`src/rtl/alt_loop_seq_pkg.sv`:
```
package alt_loop_seq_pkg;
  // Predicate chain positions
  localparam int PRED_N  = 5;
  localparam int P_ENTRY = 0;
  localparam int P_SEL   = 1;
  localparam int P_WAIT  = 2;
  localparam int P_BACK  = 3;
  localparam int P_EXIT  = 4;
endpackage

```
`src/rtl/alt_pred_fwd.sv`:
```
// One-bit predicate register: set by the forwarding stage, optionally held.
module alt_pred_fwd (
  input  logic clk,
  input  logic rst,
  input  logic fwd_i,
  input  logic keep_i,
  output logic pred_o
);
  always_ff @(posedge clk) begin
    if (rst) pred_o <= 1'b0;
    else     pred_o <= fwd_i | (keep_i & pred_o);
  end
endmodule

```
`src/rtl/alt_loop_head.sv`:
```
// Loop-head decision: route the enable to exit or to engine select.
module alt_loop_head #(
  parameter int ITERS = 10,
  parameter int CNT_W = 4
) (
  input  logic             en_i,
  input  logic [CNT_W-1:0] cnt_i,
  output logic             go_exit_o,
  output logic             go_sel_o
);
  logic last;
  assign last      = (cnt_i == CNT_W'(ITERS));
  assign go_exit_o = en_i & last;
  assign go_sel_o  = en_i & ~last;
endmodule

```
`src/rtl/alt_iter_state.sv`:
```
// Selector flag and iteration counter, reinitialised on an accepted start.
module alt_iter_state #(
  parameter int CNT_W     = 4,
  parameter bit FLAG_INIT = 1'b1
) (
  input  logic             clk,
  input  logic             rst,
  input  logic             init_i,
  input  logic             step_i,
  output logic             flag_o,
  output logic [CNT_W-1:0] cnt_o
);
  always_ff @(posedge clk) begin
    if (rst || init_i) begin
      flag_o <= FLAG_INIT;
      cnt_o  <= '0;
    end else if (step_i) begin
      flag_o <= ~flag_o;
      cnt_o  <= cnt_o + 1'b1;
    end
  end
endmodule

```
`src/rtl/alt_loop_seq.sv`:
```
module alt_loop_seq
  import alt_loop_seq_pkg::*;
#(
  parameter int ITERS     = 10,
  parameter bit FLAG_INIT = 1'b1
) (
  input  logic clk,
  input  logic rst,
  input  logic start_i,
  input  logic eng_a_done_i,
  input  logic eng_b_done_i,
  output logic eng_a_start_o,
  output logic eng_b_start_o,
  output logic finished_o
);
  localparam int CNT_W = $clog2(ITERS + 1);

  logic [PRED_N-1:0] pred_q;
  logic [PRED_N-1:0] pred_set;
  logic [PRED_N-1:0] pred_keep;
  logic              busy;
  logic              accept;
  logic              head_en;
  logic              go_sel;
  logic              go_exit;
  logic              flag;
  logic              done_run;
  logic              tail_fire;
  logic [CNT_W-1:0]  iter_cnt;

  // Any armed predicate means a run is in progress
  assign busy      = |pred_q;
  assign accept    = start_i & ~busy;
  // Head enabled by first entry or by the enable returning from the tail
  assign head_en   = pred_q[P_ENTRY] | pred_q[P_BACK];
  // Only the engine chosen by the selector may close the iteration
  assign done_run  = flag ? eng_a_done_i : eng_b_done_i;
  assign tail_fire = pred_q[P_WAIT] & done_run;

  always_comb begin
    pred_set          = '0;
    pred_keep         = '0;
    pred_set[P_ENTRY] = accept;
    pred_set[P_SEL]   = go_sel;
    pred_set[P_WAIT]  = pred_q[P_SEL];
    pred_keep[P_WAIT] = ~done_run;
    pred_set[P_BACK]  = tail_fire;
    pred_set[P_EXIT]  = go_exit;
  end

  generate
    for (genvar gi = 0; gi < PRED_N; gi++) begin : g_pred
      alt_pred_fwd u_pf (
        .clk    (clk),
        .rst    (rst),
        .fwd_i  (pred_set[gi]),
        .keep_i (pred_keep[gi]),
        .pred_o (pred_q[gi])
      );
    end
  endgenerate

  alt_loop_head #(.ITERS(ITERS), .CNT_W(CNT_W)) u_head (
    .en_i      (head_en),
    .cnt_i     (iter_cnt),
    .go_exit_o (go_exit),
    .go_sel_o  (go_sel)
  );

  alt_iter_state #(.CNT_W(CNT_W), .FLAG_INIT(FLAG_INIT)) u_state (
    .clk    (clk),
    .rst    (rst),
    .init_i (accept),
    .step_i (tail_fire),
    .flag_o (flag),
    .cnt_o  (iter_cnt)
  );

  // Registered outputs
  always_ff @(posedge clk) begin
    if (rst) begin
      eng_a_start_o <= 1'b0;
      eng_b_start_o <= 1'b0;
      finished_o    <= 1'b0;
    end else begin
      eng_a_start_o <= pred_q[P_SEL] & flag;
      eng_b_start_o <= pred_q[P_SEL] & ~flag;
      if (accept)              finished_o <= 1'b0;
      else if (pred_q[P_EXIT]) finished_o <= 1'b1;
    end
  end
endmodule

```
`config.mk`:
```
export PLATFORM = sky130hd
export DESIGN_NAME = alt_loop_seq
export DESIGN_NICKNAME = d
export VERILOG_FILES = /design/src/rtl/alt_loop_seq_pkg.sv /design/src/rtl/alt_pred_fwd.sv /design/src/rtl/alt_loop_head.sv /design/src/rtl/alt_iter_state.sv /design/src/rtl/alt_loop_seq.sv
export SDC_FILE = /design/constraint.sdc
export NUM_CORES = 1
export LEC_CHECK = 0
export BUFFER_PORTS_ARGS = -buffer_cell sky130_fd_sc_hd__clkbuf_2
export CELL_PAD_IN_SITES_DETAIL_PLACEMENT = 0
export CELL_PAD_IN_SITES_GLOBAL_PLACEMENT = 1
export CORE_AREA = 2 2 39 41
export CTS_BUF_LIST = sky130_fd_sc_hd__clkbuf_2
export CTS_CLUSTER_SIZE = 8
export DETAILED_ROUTE_END_ITERATION = 6
export DIE_AREA = 0 0 41 43
export MAX_ROUTING_LAYER = met4
export PLACE_DENSITY = 0.7
export SLEW_MARGIN = 0
export SYNTH_ARGS = -nofsm -noshare
export SYNTH_HDL_FRONTEND = slang
export SYNTH_SLANG_ARGS = --single-unit
```
`constraint.sdc`:
```
create_clock -name clk -period 2.2 [get_ports clk]
set_clock_uncertainty 0.1 [all_clocks]
set_input_delay 0.44 -clock clk [delete_from_list [all_inputs] [get_ports clk]]
set_output_delay 0.44 -clock clk [all_outputs]
set_load 0.05 [all_outputs]
```
==> flow_summary.yaml, run 1 <==
finish:
  fin_nets: 71
  n_fill_cell: 141
  mostFrequentLayoutCells: "13 x dfxtp_1, 11 x clkbuf_2, 8 x nor2_1"
  drive_above_1_share_pct: 23.8
  mostFrequentLayoutCell: "dfxtp_1"
  area_growth_pct: 13.2
  num_antenna_cells: 0
critical_path:
  criticalPathCategory: "reg -> reg"
  path_cells: "nor2_1 > a31o_2 > or2_2"
  startpoint_type: "register"
  required_ps: 2280
  crit_slowest_cell: "dfxtp_1"
  cpLargestDelayFamily: "flip-flops"
  worst-path-max-fanout: 11
  crit_cells: 3
  cp.buffers_inverters: 0
  r2r_cells: 3
  critPathMaxStageDelay_ps: 540
  worstPathArrival_ps: 1520
  end_kind: "register"
placed_design:
  io_buffer_count: 7
  gp_congestion: 0.708
  dpl.hpwl_um: 674
power_and_ir_drop:
  finalPower_w: 0.000403
  ir_drop_uv: 343
  pwr_density_cell_nw_per_um2: 709
  cellLeakagePower_nw: 0.232
clock_tree:
  cts_htree_levels: 1
  cts_buffer_depth: 2
  cts_tree: "yes"
  cts_setup_buffers: 0
  clockRootBuffer: "clkbuf_2"
  cts_buffers: 3
  insertion_delay_ps: 270
  hold_buffers: 0
  post_cts_resized: 0
  cts.clk_slew.worst_paths_ps: 130
  clkSinkCount: 13
sta:
  max_freq_mhz: 692
  rsz0062_at_grt: "no"
  fin_crit_ps: 1440
  fin_tns_setup_ps: 0
  setup-violations-final: 0
  hold_violations: 0
  finalMaxSlewViolations: 0
  hold_ws_ps: 334
  maxSlewHeadroom_pct: 76.0
  post-route-period-util_pct: 65.7
  tightestPinTransition_ps: 349
global_routing:
  grt_pass1_vias: 352
  grt_pass1_wl_um: 1590
  grt_max_degree: 12
  grt-ovfl-total: 0
  antenna_found_initial: 0
  grt_usage_pct: 15.1
route:
  routed.top_layer: "met4"
  first_iter_violations: 7
  antenna_left: 0
  wl_per_cell_um: 11.9
  wl_met3_um: 37
  vias: 397
  drt_pass1_iterations: 4
  m1WireLength_um: 457
  dr_wl_met2_um: 412
  viasPerCell: 5.03
  routed_wl_um: 940
  drc: 0
floorplan:
  start_util_pct: 36.3
  rows: 14
  die_h_um: 43
  die_width_um: 41
  ios: 8
  core_sq_um: 1380
  die_area_sq_um: 1760
synthesis:
  synth_cells: 54
  synth_area_sq_um: 502
  synth_warnings: 0
  synth_nets: 61
  synth_seq_area_share_pct: 51.9
  ys_types: 24
  synth-seq-cells: 13
  syn_area_per_cell_sq_um: 9.29
hold_path:
  hold_path.class: "in -> reg"
  min_path_cells: 2
run_status:
  status: "finished, final reports clean"
job:
  max_cap_viol_count: 0
==> routing by layer <==
layer | vias to the layer above | track usage (%)
met5 | - | -
met1 | 172 | 18.9
met3 | 4 | 4.71
met2 | 10 | 19.1
met4 | 0 | 12.0
li1 | 211 | -
==> synth_stat cells <==
master	n	share of area [%]
dfxtp_1	13	52
nor2_1	8	6.0
a21oi_1	6	6.0
nand2_1	3	2.2
ha_1	2	5.0
nand3_1	2	2.0
o21ai_0	2	2.0
or3_1	2	2.5
a21o_1	1	1.5
a311oi_1	1	1.7
a31o_2	1	1.7
a31oi_1	1	1.2
and3b_2	1	2.0
buf_2	1	1.0
clkbuf_1	1	0.75
inv_1	1	0.75
mux2_2	1	2.2
mux2i_1	1	2.0
nand4_1	1	1.2
nor2b_1	1	1.2
nor3_1	1	1.0
nor3b_1	1	1.5
nor4_1	1	1.2
or2_2	1	1.2
==> power breakdown <==
part	switching (W)	internal, W
Sequential	0.00000478	0.000240
Clock	0.0000818	0.0000482
Combinational	0.0000168	0.0000110
Total	0.000103	0.000299
==> per-stage QoR <==
step	area, sq um	utilization (%)	instances	worst slack, ps
2_1_floorplan	502	-	54	856
3_3_place_gp	548	39.6	75	796
3_5_place_dp	548	39.6	75	786
4_1_cts	568	41.0	79	752
5_1_grt	568	41.0	79	635
6_report	568	41.0	79	755
==> cells by family after synthesis <==
family | synth area share (%)
flip-flops | 51.9
adder cells (fa/ha/maj) | 4.99
multiplexers | 4.24
AO/OA/AOI/OAI | 14.2
buffers and inverters | 2.49
AND/OR/NAND/NOR | 22.2
==> final timing paths <==
kind / start / end / slack, ps
hold / removal: rst / g_pred[0].u_pf.pred_o$_SDFF_PP0_ / 330
hold reg to reg: g_pred[4].u_pf.pred_o$_SDFF_PP0_ / finished_o$_SDFFE_PP0P_ / 380
setup / recovery: g_pred[2].u_pf.pred_o$_SDFF_PP0_ / u_state.flag_o$_SDFFE_PP1P_ / 760
setup reg to reg: g_pred[2].u_pf.pred_o$_SDFF_PP0_ / u_state.flag_o$_SDFFE_PP1P_ / 760
==> registers in the layout (all words and copies together) (netlist names) <==
name                cells
u_state.cnt_o           4
eng_a_start_o           1
finished_o              1
u_state.flag_o          1
g_pred.u_pf.pred_o      5
eng_b_start_o           1
==> worst register-to-register path, stage by stage (launching register included) <==
cell	delay [ps]
dfxtp_1	540
nor2_1	110
a31o_2	310
or2_2	300
==> final cells by class <==
type                            instances  area (sq um)  area share (%)
Sequential cell                        13           260            45.8
Multi-Input combinational cell         38           229            40.3
Timing Repair Buffer                    7          35.0            6.17
Clock buffer                            4          20.0            3.52
Tap cell                               16          20.0            3.52
Inverter                                1          3.75           0.661
(Power assumes the default switching activity.)
==> run 2, diff against run 1 <==
Clock period 2.2 ns to 1.49 ns, I/O delays scaled along.
==> flow_summary.yaml, run 2 (synthesized netlist as in run 1, its figures left out) <==
run_status:
  status: "finished, final reports clean"
placed_design:
  io_buffer_count: 7
  gp_congestion: 0.706
  dpl.hpwl_um: 675
  placedInstanceArea_sq_um: 556
sta:
  finalMaxSlewViolations: 0
  tightestPinTransition_ps: 294
  max_freq_mhz: 767
  setup-violations-final: 0
  fin_tns_setup_ps: 0
  fin_crit_ps: 1300
  hold_violations: 0
  post-route-period-util_pct: 87.5
  maxSlewHeadroom_pct: 80.0
  rsz0062_at_grt: "no"
hold_path:
  hold_path.class: "in -> reg"
route:
  wl_per_cell_um: 11.4
  drc: 0
  viasPerCell: 5.04
  drt_pass1_iterations: 4
  vias: 403
  first_iter_violations: 15
  antenna_left: 0
  routed_wl_um: 913
critical_path:
  worstPathArrival_ps: 1420
  worst-path-max-fanout: 6
  criticalPathCategory: "reg -> reg"
  critPathMaxStageDelay_ps: 470
  end_kind: "register"
  path_cells: "mux2_2 > a21o_1 > a21oi_1"
  required_ps: 1600
  crit_slowest_cell: "dfxtp_1"
  startpoint_type: "register"
clock_tree:
  clkSinkCount: 13
  cts_buffer_depth: 2
  insertion_delay_ps: 270
  cts_buffers: 3
  cts.clk_slew.worst_paths_ps: 130
  cts_tree: "yes"
  cts_setup_buffers: 0
  hold_buffers: 0
  clockRootBuffer: "clkbuf_2"
  post_cts_resized: 0
  cts_htree_levels: 1
global_routing:
  grt_max_degree: 11
  grt_usage_pct: 14.1
  grt_pass1_vias: 358
  grt_pass1_wl_um: 1520
  antenna_found_initial: 0
  grt-ovfl-total: 0
power_and_ir_drop:
  pwr_density_cell_nw_per_um2: 1000
  ir_drop_uv: 395
  cellLeakagePower_nw: 0.232
finish:
  area_growth_pct: 15.5
  fin_area_sq_um: 579
  reg.largest.list: "g_pred.u_pf.pred_o (5), u_state.cnt_o (4)"
  drive_above_1_share_pct: 26.6
  largest_register_ffs: 5
  mostFrequentLayoutCell: "dfxtp_1"
  mostFrequentLayoutCells: "13 x dfxtp_1, 10 x clkbuf_2, 8 x nor2_1"
  num_antenna_cells: 0
  fin_nets: 72
  top_register: "g_pred.u_pf.pred_o"
floorplan:
  die_h_um: 43
  core_sq_um: 1380
  ios: 8
  die_width_um: 41
  start_util_pct: 36.3
  rows: 14
  die_area_sq_um: 1760
job:
  max_cap_viol_count: 0
[run 2: cell count changes in the layout (fill, tap and decap cells not counted)]
| cell | before | now |
|---|---|---|
| clkbuf_2 | 11 | 10 |
| mux2i_2 | 0 | 1 |
| buf_4 | 0 | 1 |
| mux2i_1 | 1 | 0 |
| clkinv_2 | 0 | 1 |
[run 2: layer usage]
layer  vias to the layer above  global-route usage, %  part of all wire (%)
li1                        212                      -                     -
met1                       182                   16.1                    47
met2                         7                   19.7                    49
met3                         2                   4.71                   3.6
met4                         0                   10.0                  0.99
met5                         -                      -                     0
[run 2: worst paths after layout]
kind | startpoint | endpoint | slack (ps) | cells past startpoint
worst min-delay path | rst | g_pred[2].u_pf.pred_o$_SDFF_PP0_ | 180 | 2
worst max register to register | u_state.flag_o$_SDFFE_PP1P_ | u_state.cnt_o[0]$_SDFFE_PP0P_ | 190 | 3
worst max-delay path | u_state.flag_o$_SDFFE_PP1P_ | u_state.cnt_o[0]$_SDFFE_PP0P_ | 190 | 3
worst min register to register | g_pred[4].u_pf.pred_o$_SDFF_PP0_ | finished_o$_SDFFE_PP0P_ | 380 | 2
[run 2: stage by stage]
step	worst slack, ps	utilization, %	hold WS [ps]	instances	power (W)
5_1_grt	84.1	41.9	168	80	0.000614
6_report	186	41.9	184	80	0.000581
4_1_cts	155	41.6	167	80	0.000591
3_3_place_gp	218	40.1	351	76	0.000412
2_1_floorplan	282	-	335	54	0.000397
3_5_place_dp	197	40.1	352	76	0.000412
[run 2: layout make-up]
class / instances / area [sq um]
clock inverters: 1 / 5.00
inverters: 1 / 3.75
flip-flops and latches: 13 / 260
repair buffers: 8 / 42.5
fillers: 146 / 805
multi-input cells: 38 / 233
well taps: 16 / 20.0
clock buffers: 3 / 15.0
[run 2: where the power goes]
group / internal [W] / leakage, nW / switching (W)
Combinational: 0.0000184 / 0.110 / 0.0000283
Sequential: 0.000355 / 0.105 / 0.00000420
Clock: 0.0000607 / 0.0164 / 0.000115
[run 2: critical path: cells and delay by family (launching register included)]
kind            cells  cell delay (ps)
flops               1              470
compound gates      2              280
mux                 1              410
==> run 3, diff against run 2 <==
Settings changed: ABC_AREA set to 1, CORE_AREA 2 2 39 41 to not set, CORE_MARGIN set to 2, CORE_UTILIZATION set to 41, DIE_AREA 0 0 41 43 to not set, PLACE_DENSITY 0.7 to 0.77.
==> flow_summary.yaml, run 3 <==
sta:
  post-route-period-util_pct: 86.2
  finalMaxSlewViolations: 0
  setup-violations-final: 0
  hold_violations: 0
  fin_tns_setup_ps: 0
  tightestPinTransition_ps: 276
  fin_crit_ps: 1280
  maxSlewHeadroom_pct: 81.7
  rsz0062_at_grt: "no"
  max_freq_mhz: 778
clock_tree:
  cts_tree: "yes"
  hold_buffers: 0
  cts_htree_levels: 1
  cts_buffer_depth: 2
  cts_buffers: 3
  clockRootBuffer: "clkbuf_2"
  post_cts_resized: 0
  clkSinkCount: 13
  cts_setup_buffers: 0
  cts.clk_slew.worst_paths_ps: 120
  insertion_delay_ps: 270
synthesis:
  synth_warnings: 0
  async_flop_share_pct: 0
  synth_cells: 70
  ys_types: 18
  synth-seq-cells: 13
  synth-edff-count: 0
  synth_nets: 77
  synth_top_area_share_pct: 47.4
  syn_area_per_cell_sq_um: 7.85
  synth_seq_area_share_pct: 47.4
  ys_top_cells_by_area: "dfxtp_1 47%, nand2_1 12%, nor2_1 5.5%"
  ys.flop_type: "dfxtp_1"
  synth_area_sq_um: 549
  synth_top_area_cell: "dfxtp_1"
  synth.cells.most_frequent: "18 x nand2_1, 13 x dfxtp_1, 8 x nor2_1"
  synth_most_common_cell: "nand2_1"
critical_path:
  crit_cells: 1
  reg2reg_from: "u_state.cnt_o[0]$_SDFFE_PP0P_"
  cpLargestDelayFamily: "flip-flops"
  required_ps: 1090
  crit_path_start: "finished_o$_SDFFE_PP0P_"
  startpoint_type: "register"
  critPathMaxStageDelay_ps: 350
  path_cells: "clkbuf_2"
  criticalPathCategory: "reg -> out"
  r2r_cells: 4
  crit_slowest_cell: "dfxtp_1"
  worstPathArrival_ps: 890
  end_kind: "output pin"
  worst-path-max-fanout: 2
  cp.buffers_inverters: 1
route:
  viasPerCell: 4.49
  routed_wl_um: 912
  antenna_left: 0
  drt_pass1_iterations: 4
  vias: 431
  first_iter_violations: 5
  drc: 0
  wl_per_cell_um: 9.50
finish:
  register_area_sq_um: 260
  area_growth_pct: 13.4
  largest_register_ffs: 5
  fin_area_sq_um: 623
  fin_nets: 89
  multi_input_area_sq_um: 251
  num_antenna_cells: 0
  n_fill_cell: 129
  mostFrequentLayoutCells: "18 x nand2_1, 13 x dfxtp_1, 11 x clkbuf_2"
  mostFrequentLayoutCell: "nand2_1"
  reg.largest.list: "g_pred.u_pf.pred_o (5), u_state.cnt_o (4)"
  drive_above_1_share_pct: 24.7
  top_register: "g_pred.u_pf.pred_o"
floorplan:
  die_width_um: 40.6
  start_util_pct: 43.3
  rows: 13
  ios: 8
  core_sq_um: 1270
  die_area_sq_um: 1650
  die_h_um: 40.6
run_status:
  status: "finished, final reports clean"
power_and_ir_drop:
  cellLeakagePower_nw: 0.278
  pwr_density_cell_nw_per_um2: 932
  ir_drop_uv: 582
hold_path:
  hold_path.class: "in -> reg"
  min-delay-start: "rst"
  min_path_cells: 2
global_routing:
  antenna_found_initial: 0
  grt_pass1_wl_um: 1480
  grt_pass1_vias: 350
  grt_usage_pct: 15.4
  grt-ovfl-total: 0
  grt_max_degree: 8
placed_design:
  io_buffer_count: 7
  gp_congestion: 0.716
  dpl.hpwl_um: 701
  placedInstanceArea_sq_um: 603
job:
  max_cap_viol_count: 0
-- run 3: cells by family (layout without fill, tap and decap cells) --
family                   after synthesis  in the layout  synth area share, %
buffers and inverters                 10             21                 6.83
AND/OR/NAND/NOR                       40             40                 36.2
flip-flops                            13             13                 47.4
AO/OA/AOI/OAI                          5              5                 5.01
adder cells (fa/ha/maj)                2              2                 4.56
-- run 3: final cells by class --
| cell class | instances | share of cell area (%) |
|---|---|---|
| clock buffer | 4 | 3.21 |
| inverter | 10 | 6.02 |
| multi-input combinational | 47 | 40.4 |
| sequential | 13 | 41.8 |
| tap | 15 | 3.01 |
| timing repair buffer | 7 | 5.62 |
-- run 3: report_power, final --
part / switching (W) / internal [W] / leakage (nW) / total (W)
registers: 0.00000458 / 0.000354 / 0.105 / 0.000359
logic: 0.0000297 / 0.0000155 / 0.156 / 0.0000452
clock network: 0.000106 / 0.0000712 / 0.0166 / 0.000177
total: 0.000140 / 0.000441 / 0.278 / 0.000581
-- run 3: final timing paths --
path                                                          to  slack, ps
worst max-delay path                                  finished_o        210
worst max register to register     u_state.cnt_o[1]$_SDFFE_PP0P_        290
worst min register to register           finished_o$_SDFFE_PP0P_        400
worst min-delay path            g_pred[0].u_pf.pred_o$_SDFF_PP0_        180
-- run 3: metrics by stage --
step                hold WS, ps  setup slack, ps  std cells  power, W  util (%)
floorplan                   270              366         70  0.000397         -
global placement            369              332         92  0.000413      47.5
detailed placement          377              320         92  0.000413      47.5
CTS                         164              179         96  0.000596      49.1
global route                156              132         96  0.000625      49.1
finish                      185              205         96  0.000581      49.1
-- run 3: per-layer routing --
layer / wire (um) / GRT usage (%) / vias up / share of wire (%)
met5: 0 / - / - / 0
met4: 27 / 15.0 / 0 / 3.0
met3: 26 / 3.33 / 4 / 2.9
met2: 398 / 19.0 / 7 / 44
met1: 459 / 19.9 / 174 / 50
li1: - / - / 246 / -
-- run 3: worst register-to-register path, stage by stage (launching register included) --
cell and delay (ps):
dfxtp_1 410, inv_1 80, ha_1 280, nand3b_1 150, a21oi_1 130
